## src/rtl/tally_pkg.sv

```systemverilog
package tally_pkg;
  typedef enum logic [1:0] {
    ST_IDLE  = 2'b00,
    ST_BUMP  = 2'b01,
    ST_SHIFT = 2'b10,
    ST_TEST  = 2'b11
  } tallyState_e;

  typedef struct packed {
    logic loadWord;
    logic bumpTally;
    logic shiftWord;
  } tallyStrobe_t;
endpackage

```

## src/rtl/tally_ctrl.sv

```systemverilog
module tally_ctrl
  import tally_pkg::*;
(
  input  logic         clk,
  input  logic         rstN,
  input  logic         start,
  input  logic         wordZero,
  input  logic         lastBit,
  output tallyStrobe_t strb,
  output logic         idle
);
  localparam int NUM_ST = 4;

  logic [1:0]        stateQ;
  logic [1:0]        stateD;
  logic [NUM_ST-1:0] dec;
  logic [NUM_ST-1:0] muxHi;
  logic [NUM_ST-1:0] muxLo;

  // Multiplexer data inputs, one pair per present state
  assign muxHi[ST_IDLE]  = 1'b0;
  assign muxLo[ST_IDLE]  = start;
  assign muxHi[ST_BUMP]  = ~wordZero;
  assign muxLo[ST_BUMP]  = 1'b0;
  assign muxHi[ST_SHIFT] = 1'b1;
  assign muxLo[ST_SHIFT] = 1'b1;
  assign muxHi[ST_TEST]  = ~lastBit;
  assign muxLo[ST_TEST]  = lastBit;

  assign stateD = {muxHi[stateQ], muxLo[stateQ]};

  always_ff @(posedge clk or negedge rstN) begin
    if (!rstN) stateQ <= ST_IDLE;
    else       stateQ <= stateD;
  end

  // State decoder
  for (genvar i = 0; i < NUM_ST; i++) begin : g_dec
    assign dec[i] = (stateQ == i[1:0]);
  end

  assign strb.loadWord  = dec[ST_IDLE] & start;
  assign strb.bumpTally = dec[ST_BUMP];
  assign strb.shiftWord = dec[ST_SHIFT];
  assign idle           = dec[ST_IDLE];

  AST_START_ACCEPT: assert property (@(posedge clk) disable iff (!rstN)
    (idle && start) |=> (stateQ == ST_BUMP));
  AST_IDLE_HOLD: assert property (@(posedge clk) disable iff (!rstN)
    (idle && !start) |=> idle);
  AST_BUMP_EXIT: assert property (@(posedge clk) disable iff (!rstN)
    (strb.bumpTally && wordZero) |=> idle);
  AST_STROBE_EXCL: assert property (@(posedge clk) disable iff (!rstN)
    $onehot0({strb.loadWord, strb.bumpTally, strb.shiftWord}));
endmodule

```

## src/rtl/tally_data.sv

```systemverilog
module tally_data
  import tally_pkg::*;
#(
  parameter int WIDTH = 8
) (
  input  logic               clk,
  input  logic               rstN,
  input  tallyStrobe_t       strb,
  input  logic [WIDTH-1:0]   dataIn,
  output logic [WIDTH-1:0]   count,
  output logic               wordZero,
  output logic               lastBit
);
  localparam logic [WIDTH-1:0] ALL_ONES = {WIDTH{1'b1}};
  localparam logic [WIDTH-1:0] ONE      = {{(WIDTH-1){1'b0}}, 1'b1};

  logic [WIDTH-1:0] wordQ;
  logic [WIDTH-1:0] tallyQ;
  logic             bitQ;

  always_ff @(posedge clk or negedge rstN) begin
    if (!rstN) begin
      wordQ <= '0;
    end else if (strb.loadWord) begin
      wordQ <= dataIn;
    end else if (strb.shiftWord) begin
      wordQ <= {1'b0, wordQ[WIDTH-1:1]};
    end
  end

  always_ff @(posedge clk or negedge rstN) begin
    if (!rstN)               bitQ <= 1'b0;
    else if (strb.shiftWord) bitQ <= wordQ[0];
  end

  always_ff @(posedge clk or negedge rstN) begin
    if (!rstN) begin
      tallyQ <= '0;
    end else if (strb.loadWord) begin
      tallyQ <= ALL_ONES;
    end else if (strb.bumpTally) begin
      tallyQ <= tallyQ + ONE;
    end
  end

  assign wordZero = (wordQ == '0);
  assign lastBit  = bitQ;
  assign count    = tallyQ;

  AST_PRESET_ONES: assert property (@(posedge clk) disable iff (!rstN)
    strb.loadWord |=> (tallyQ == ALL_ONES));
  AST_ZERO_FILL: assert property (@(posedge clk) disable iff (!rstN)
    strb.shiftWord |=> (wordQ[WIDTH-1] == 1'b0));
  AST_TALLY_HOLD: assert property (@(posedge clk) disable iff (!rstN)
    (!strb.loadWord && !strb.bumpTally) |=> $stable(tallyQ));
  AST_BIT_CAPTURE: assert property (@(posedge clk) disable iff (!rstN)
    strb.shiftWord |=> (bitQ == $past(wordQ[0])));
endmodule

```

## src/rtl/ones_tally.sv

```systemverilog
module ones_tally
  import tally_pkg::*;
#(
  parameter int WIDTH = 8
) (
  input  logic             clk,
  input  logic             rstN,
  input  logic             start,
  input  logic [WIDTH-1:0] dataIn,
  output logic [WIDTH-1:0] count,
  output logic             idle
);
  tallyStrobe_t strb;
  logic         wordZero;
  logic         lastBit;

  tally_ctrl u_ctrl (
    .clk      (clk),
    .rstN     (rstN),
    .start    (start),
    .wordZero (wordZero),
    .lastBit  (lastBit),
    .strb     (strb),
    .idle     (idle)
  );

  tally_data #(.WIDTH(WIDTH)) u_data (
    .clk      (clk),
    .rstN     (rstN),
    .strb     (strb),
    .dataIn   (dataIn),
    .count    (count),
    .wordZero (wordZero),
    .lastBit  (lastBit)
  );
endmodule

```

## config.mk

```make
export PLATFORM = sky130hd
export DESIGN_NAME = ones_tally
export DESIGN_NICKNAME = d
export VERILOG_FILES = /design/src/rtl/tally_pkg.sv /design/src/rtl/tally_ctrl.sv /design/src/rtl/tally_data.sv /design/src/rtl/ones_tally.sv
export SDC_FILE = /design/constraint.sdc
export NUM_CORES = 1
export LEC_CHECK = 0
export BUFFER_PORTS_ARGS = -buffer_cell sky130_fd_sc_hd__buf_2
export CAP_MARGIN = 5
export CORE_UTILIZATION = 52
export CTS_CLUSTER_SIZE = 10
export DETAILED_ROUTE_END_ITERATION = 12
export PLACE_DENSITY = 0.73
export SLEW_MARGIN = 30
export SYNTH_ARGS = -nofsm -noshare
export SYNTH_HDL_FRONTEND = slang
export SYNTH_SLANG_ARGS = --single-unit
```

## constraint.sdc

```tcl
create_clock -name clk -period 1.5 [get_ports clk]
set_input_delay 0.075 -clock clk [delete_from_list [all_inputs] [get_ports clk]]
set_output_delay 0.075 -clock clk [all_outputs]
set_load 0.01 [all_outputs]
```

# Word-level counts from Yosys, hierarchy flattened
# Cells that the tools add are included.
# classes
add_sub_neg,1
n_lt_le_gt_ge,1
n_eq_ne,2
mux,8
bitwise,3
reduce_logical,4
# ops
operator,count
$mux W8,4
$add A8 B1 Y8 const B,1
$logic_not A8 Y1,1
$bmux W1 S2,2
$reduce_bool A2 Y1,2
$lt A2 B3 Y1 const B,1
$eq A2 B1 Y1 const B,1
$eq A2 B2 Y1 const B,1
$logic_not A2 Y1,1
$mux W1,2
$not A1 Y1,2
$and A1 B1 Y1,1
# word_totals
reg_bits,19
in_bits,11
output_inout_bits,9
elab_cells,23

# Longest topological paths before layout
# Gate-level depths: netlist (run 1).
# depth
word_depth,4
mapped_depth,4
mapped_depth_nobuf,4

# Modules after synthesis
# From an unflattened synthesis (run 1), not the netlist that was laid out.
# hier_totals
cells_unflattened,86
hier_area_um2,879.6
# modules_own_cells
module,n_inst,cells_per_inst,area_per_inst_um2
tally_data,1,74,773.2
tally_ctrl,1,12,106.4

# Worst setup path after synthesis (run 1)
# No wires, ideal clock.
# synth_timing
path_type,reg2reg
startpoint,register u_data.tallyQ[0] (netlist: u_data.count[0])
endpoint,register u_data.tallyQ[6] (netlist: u_data.count[6])
arrival_ps,1187
required_ps,1421
slack_ps,233
path_stages_with_launch,5
path_buffers,0
period_less_slack_ps,1267
path_cell_list,dfrtp_1 ha_1 nand2_1 nor4_2 mux2i_1
# synth_via
elab_chain_len,3
# synth_rtl
element,line_no,source
"start, declared",tally_data.sv:18,logic [WIDTH-1:0] tallyQ;
"start signal, assigned",tally_data.sv:42,tallyQ <= tallyQ + ONE;
$add A8 B1 Y8,tally_data.sv:42,
$mux W8,tally_data.sv:41,end else if (strb.bumpTally) begin
$mux W8,tally_data.sv:39,end else if (strb.loadWord) begin
# Every way passes these cells. The select of a mux whose other input is x is not followed.
# A chain may end at the register's enable or synchronous reset.

# Worst setup path after layout (run 1)
# layout_timing
startpoint,register u_ctrl.stateQ[0]
endpoint,output port idle
# layout_via
elab_chain_len,1
# layout_rtl
element,line_no,source
"start, declared",tally_ctrl.sv:14,logic [1:0] stateQ;
"start signal, assigned",tally_ctrl.sv:34,else stateQ <= stateD;
$logic_not A2 Y1,tally_ctrl.sv:39,assign dec[i] = (stateQ == i[1:0]);
"end, declared",ones_tally.sv:11,output logic idle
# Every way passes these cells.

==> impl_metrics.csv, run 1 <==
group,metric,value,unit
run_status,outcome,"finished, final reports clean",
synthesis,syn_avg_cell_area,10.0,um2
clock_tree,post_cts_buffers,0,
synthesis,synth_top_area_share,48.8,%
routing,drc,0,
final_layout,utilization,64.5,%
grt,grt_max_degree,20,
sta,fmax,0.727,GHz
synthesis,synth_nets,109,
final_layout,fillers,169,
synthesis,ys_seq_area_share,48.8,%
synthesis,yosysWarnings,0,
clock_tree,cts_root_buf,"clkbuf_4",
sta,drv_slew,0,
grt,antenna_found_initial,0,
synthesis,netlist_area,975,um2
die,fp.dieW,45.3,um
die,start_util,55.8,%
place,dp_slack,199,ps
worst_setup_path,path_class,"flip-flop to primary output",
clock_tree,cts_made_buffers,3,
final_layout,nets,132,
clock_tree,cts.reportedPaths.clkPinSlew,120,ps
sta,setup_tns,0,ps
routing,wire_per_inst,13.3,um
routing,wl,1920,um
die,core,1750,um2
die,io_pins,20,
grt,grt_usage,21.2,%
sta,skew,10.9,ps
sta,min_period,1380,ps
synthesis,syn-instance-count,97,
routing,drt-vias-per-instance,5.62,
final_layout,most-common-layout-cells,"19 x buf_2, 19 x dfrtp_1, 12 x nand2_1",
die,die_area,2050,um2
synthesis,ys_types,33,
sta,setup_viol,0,
clock_tree,cts_sinks,19,
grt,grt_pass1_wl,3100,um
run,cap_violations,0,
sta,rsz0062_at_grt,"false",
worst_setup_path,end_kind,"primary output",
power,cellPowerDensity,2040,nW/um2
worst_setup_path,crit_path_start_kind,"flip-flop",
routing,drt_iter0_markers,13,
routing,ant_nets,0,
worst_setup_path,arrival,1300,ps
worst_setup_path,path_max_fanout,10,
clock_tree,htreeDepth,1,
grt,grt-ovfl-total,0,
place,hpwl,1380,um
clock_tree,ctsResizeCount,0,
place,place.gp.congestion,0.761,
clock_tree,cts_tree,"built",
routing,dr_total_vias,809,
power,irDropWorstVdd,1270,uV
final_layout,layoutNonFillerInstCount,144,
place,placed_cells,139,
place,io_buffers,19,
sta,hold_viol_final,0,
die,num_rows,15,
synthesis,yosys-top-cells-area,"dfrtp_1 49%, a22oi_1 5.4%, nand2_1 4.6%",
final_layout,layout-drive-gt1-share,29.4,%
synthesis,synth_top_area_cell,"dfrtp_1",
power,leakage,0.000481,uW
sta,hold_ws,37.3,ps
sta,finalCritPeriodShare,91.7,%
synthesis,ys_ff_latch,19,
min_path,hold_class,"input port to flip-flop",
sta,worstMarginPinSlew,418,ps
sta,slew_headroom,72.1,%
sta,fin_ws,125,ps
worst_setup_path,required,1420,ps
clock_tree,clock_path_buffers,2,
die,die_h,45.3,um
routing,drt-pass1-iter-count,4,
grt,grt_pass1_vias,681,
final_layout,diodes,0,
final_layout,area_growth,15.5,%
clock_tree,clock_latency,300,ps
## synthesized netlist by cell type
cell,count
mux2_2,1
a21boi_0,1
nor2_1,8
mux2i_1,3
a311oi_1,2
o21ba_2,1
buf_6,1
nand2_1,12
nor2b_1,3
nor3b_2,1
a31oi_1,2
a31o_2,1
o21ai_0,4
dfrtp_1,19
buf_4,2
and2b_1,1
nor4_1,2
o22a_1,2
or2_2,1
a22oi_1,7
clkbuf_1,1
nand2b_1,2
nand4_1,1
ha_1,1
inv_1,1
nor2_2,1
nand4b_1,1
o21ai_1,6
a21oi_1,3
nor4_2,2
and3_1,2
buf_2,1
o21bai_2,1
## cell type report
type	count	area, um2	area share, %
clock inverter	1	5.00	0.444
tap	25	31.3	2.78
timing repair buffer	23	128	11.3
sequential	19	475	42.2
clock buffer	3	22.5	2.00
inverter	1	3.75	0.333
multi-input combinational	72	460	40.9
## registers in the layout, summed over array words and instances (netlist names)
register	count
u_data.wordQ	8
u_ctrl.stateQ	2
u_data.lastBit	1
u_data.count	8
## metal layers
layer  global-route usage, %  vias to the layer above  share of wire, %
li1                        -                      398                 -
met1                    31.3                      393                51
met2                    30.7                       16                45
met3                    4.80                        2               3.2
met4                    7.27                        0              0.78
met5                       0                        -                 0
## per-stage QoR
stage	total power, uW	instance area (um2)
global placement	2000	1090
finish	2290	1130
floorplan	1740	975
global route	2480	1130
detailed placement	2040	1090
CTS	2300	1130
## report_power, final
| part | internal (uW) | switching, uW |
|---|---|---|
| Clock | 99.4 | 163 |
| Combinational | 491 | 544 |
| Sequential | 730 | 265 |
## repair_timing
| item | in CTS | in global routing |
|---|---|---|
| hold endpoints to repair | 19 | 0 |
| setup endpoints to repair | 0 | 0 |
| hold buffers | 1 | 0 |
## worst paths after layout
kind	from	cells past startpoint	slack (ps)	endpoint
worst max-delay path	u_ctrl.stateQ[0]$_DFF_PN0_	3	120	idle
worst min-delay path	dataIn[1]	3	40	u_data.wordQ[1]$_DFFE_PN0P_
worst max register to register	u_data.count[0]$_DFFE_PN0P_	4	180	u_data.count[6]$_DFFE_PN0P_
worst min register to register	u_data.lastBit$_DFFE_PN0N_	2	520	u_ctrl.stateQ[0]$_DFF_PN0_
max in group asynchronous	rstN	2	970	u_data.count[1]$_DFFE_PN0P_
min in group asynchronous	rstN	2	230	u_data.count[5]$_DFFE_PN0P_
## cell families after synthesis
logic type | share of synthesized area (%)
AOI/OAI and AO/OA | 20.8
adders and majority gates | 1.28
buffers and inverters | 3.98
DFF | 48.8
muxes | 4.24
and+or+nand+nor | 20.9
## critical path: stages, from the launching register on
cell and delay [ps]:
dfrtp_1 570, buf_4 240, nor2_1 50, buf_2 130
Power figures use the tool's default switching activity.
==> run 2, diff against run 1 <==
CORE_UTILIZATION = 45   (was 52)
PLACE_DENSITY = 0.65   (was 0.73)
TNS_END_PERCENT = 1   (was not set)
==> run 2 against run 1 <==
  * Routed wire length grew 1.8%
  * Total power shrank 0.65%
  * Clock power is essentially flat
  * Design area grew 0.11%
  * Die area grew 15%
  * Critical path type is now flip-flop to flip-flop
  * Critical endpoint is now u_data.count[6]$_DFFE_PN0P_
==> impl_metrics.csv, run 2 (same netlist as run 1, synthesis figures left out) <==
group,metric,value,unit
sta,drv_slew,0,
clock_tree,htreeDepth,1,
die,die_h,48.5,um
place,dp_slack,151,ps
final_layout,multi_input_area,460,um2
worst_setup_path,end_kind,"flip-flop",
grt,grt_usage,18.4,%
place,io_buffers,19,
clock_tree,cts_sinks,19,
routing,wl,1950,um
clock_tree,ctsResizeCount,0,
sta,min_period,1360,ps
clock_tree,cts_root_buf,"clkbuf_4",
routing,ant_nets,0,
worst_setup_path,critPathTopFamily,"flip-flops",
sta,skew,4.65,ps
die,start_util,48.7,%
worst_setup_path,crit_chain,"ha_1, nand2_1, nor4_2, mux2i_1",
final_layout,area_growth,15.7,%
worst_setup_path,reg2reg_setup_slack,140,ps
sta,rsz0062_at_grt,"false",
sta,slew_headroom,70.6,%
sta,hold_viol_final,0,
sta,fmax,0.737,GHz
worst_setup_path,required,1720,ps
worst_setup_path,path_class,"flip-flop to flip-flop",
power,irDropWorstVdd,1140,uV
die,fp.dieW,48.5,um
routing,drt-pass1-iter-count,4,
power,leakage,0.000479,uW
routing,drt-vias-per-instance,5.68,
routing,drt_iter0_markers,23,
worst_setup_path,arrival,1580,ps
die,core,2000,um2
clock_tree,clock_path_buffers,2,
run,cap_violations,0,
sta,fin_ws,143,ps
grt,grt-ovfl-total,0,
routing,drc,0,
run_status,outcome,"finished, final reports clean",
power,power,2280,uW
final_layout,final_area,1130,um2
final_layout,utilization,56.3,%
final_layout,layout-drive-gt1-share,28.6,%
grt,grt_pass1_wl,3350,um
die,die_area,2360,um2
sta,setup_viol,0,
min_path,hold_class,"input port to flip-flop",
final_layout,diodes,0,
worst_setup_path,path_buf_inv,0,
die,io_pins,20,
grt,antenna_found_initial,0,
worst_setup_path,slowest_delay,430,ps
routing,dr_total_vias,829,
clock_tree,cts_tree,"built",
grt,grt_pass1_vias,732,
die,num_rows,16,
final_layout,most-common-layout-cells,"19 x buf_2, 19 x dfrtp_1, 12 x nand2_1",
routing,wire_per_inst,13.4,um
grt,grt_max_degree,20,
final_layout,nets,132,
final_layout,seq_area,475,um2
clock_tree,cts_made_buffers,3,
clock_tree,cts.reportedPaths.clkPinSlew,110,ps
worst_setup_path,critPathSlowestCell,"dfrtp_1",
place,place.gp.congestion,0.786,
final_layout,fillers,194,
worst_setup_path,path_max_fanout,5,
worst_setup_path,crit_path_start_kind,"flip-flop",
sta,worstMarginPinSlew,440,ps
place,hpwl,1390,um
sta,setup_tns,0,ps
place,dpl-instance-area,1090,um2
power,cellPowerDensity,2020,nW/um2
clock_tree,clock_latency,290,ps
sta,finalCritPeriodShare,90.5,%
## run 2: metrics by stage
| step | hold WS, ps | std cells |
|---|---|---|
| floorplan | -221 | 97 |
| global placement | 34.8 | 141 |
| detailed placement | 40.4 | 141 |
| CTS | 59.3 | 146 |
| global route | 64.7 | 146 |
| finish | 60.3 | 146 |
## run 2: layer usage
metal | up-vias | GRT usage (%) | share of wire [%]
met3 | 2 | 4.40 | 4.8
met4 | 0 | 6.37 | 0.51
met2 | 26 | 25.8 | 45
met1 | 403 | 27.4 | 50
met5 | - | 0 | 0
li1 | 398 | - | -
## run 2: worst min-delay path: cells and delay by family
kind	cells	cell delay (ps)
AOI/OAI and AO/OA	2	160
buffers and inverters	1	80
## run 2: power breakdown
part / total [uW] / switching (uW) / internal, uW
Combinational: 1010 / 522 / 490
Sequential: 1000 / 274 / 730
Clock: 261 / 158 / 103
Total: 2280 / 953 / 1320
## run 2: final cells by class
type | count | share of cell area, %
clock buffer | 4 | 2.33
inverter | 1 | 0.333
multi-input combinational | 72 | 40.8
sequential | 19 | 42.2
tap | 27 | 3.00
timing repair buffer | 23 | 11.3
## run 2: timing repair
item	CTS	global route
setup buffers	0	0
hold endpoints to repair	19	0
hold buffers	1	0
## run 2: final timing paths
check / endpoint / cells after the start / start
hold reg to reg: u_data.wordQ[1]$_DFFE_PN0P_ / 2 / u_data.wordQ[1]$_DFFE_PN0P_
setup / recovery: u_data.count[6]$_DFFE_PN0P_ / 4 / u_data.count[0]$_DFFE_PN0P_
min in group asynchronous: u_data.count[5]$_DFFE_PN0P_ / 2 / rstN
hold / removal: u_data.wordQ[6]$_DFFE_PN0P_ / 3 / dataIn[6]
setup reg to reg: u_data.count[6]$_DFFE_PN0P_ / 4 / u_data.count[0]$_DFFE_PN0P_
max in group asynchronous: u_data.wordQ[5]$_DFFE_PN0P_ / 2 / rstN
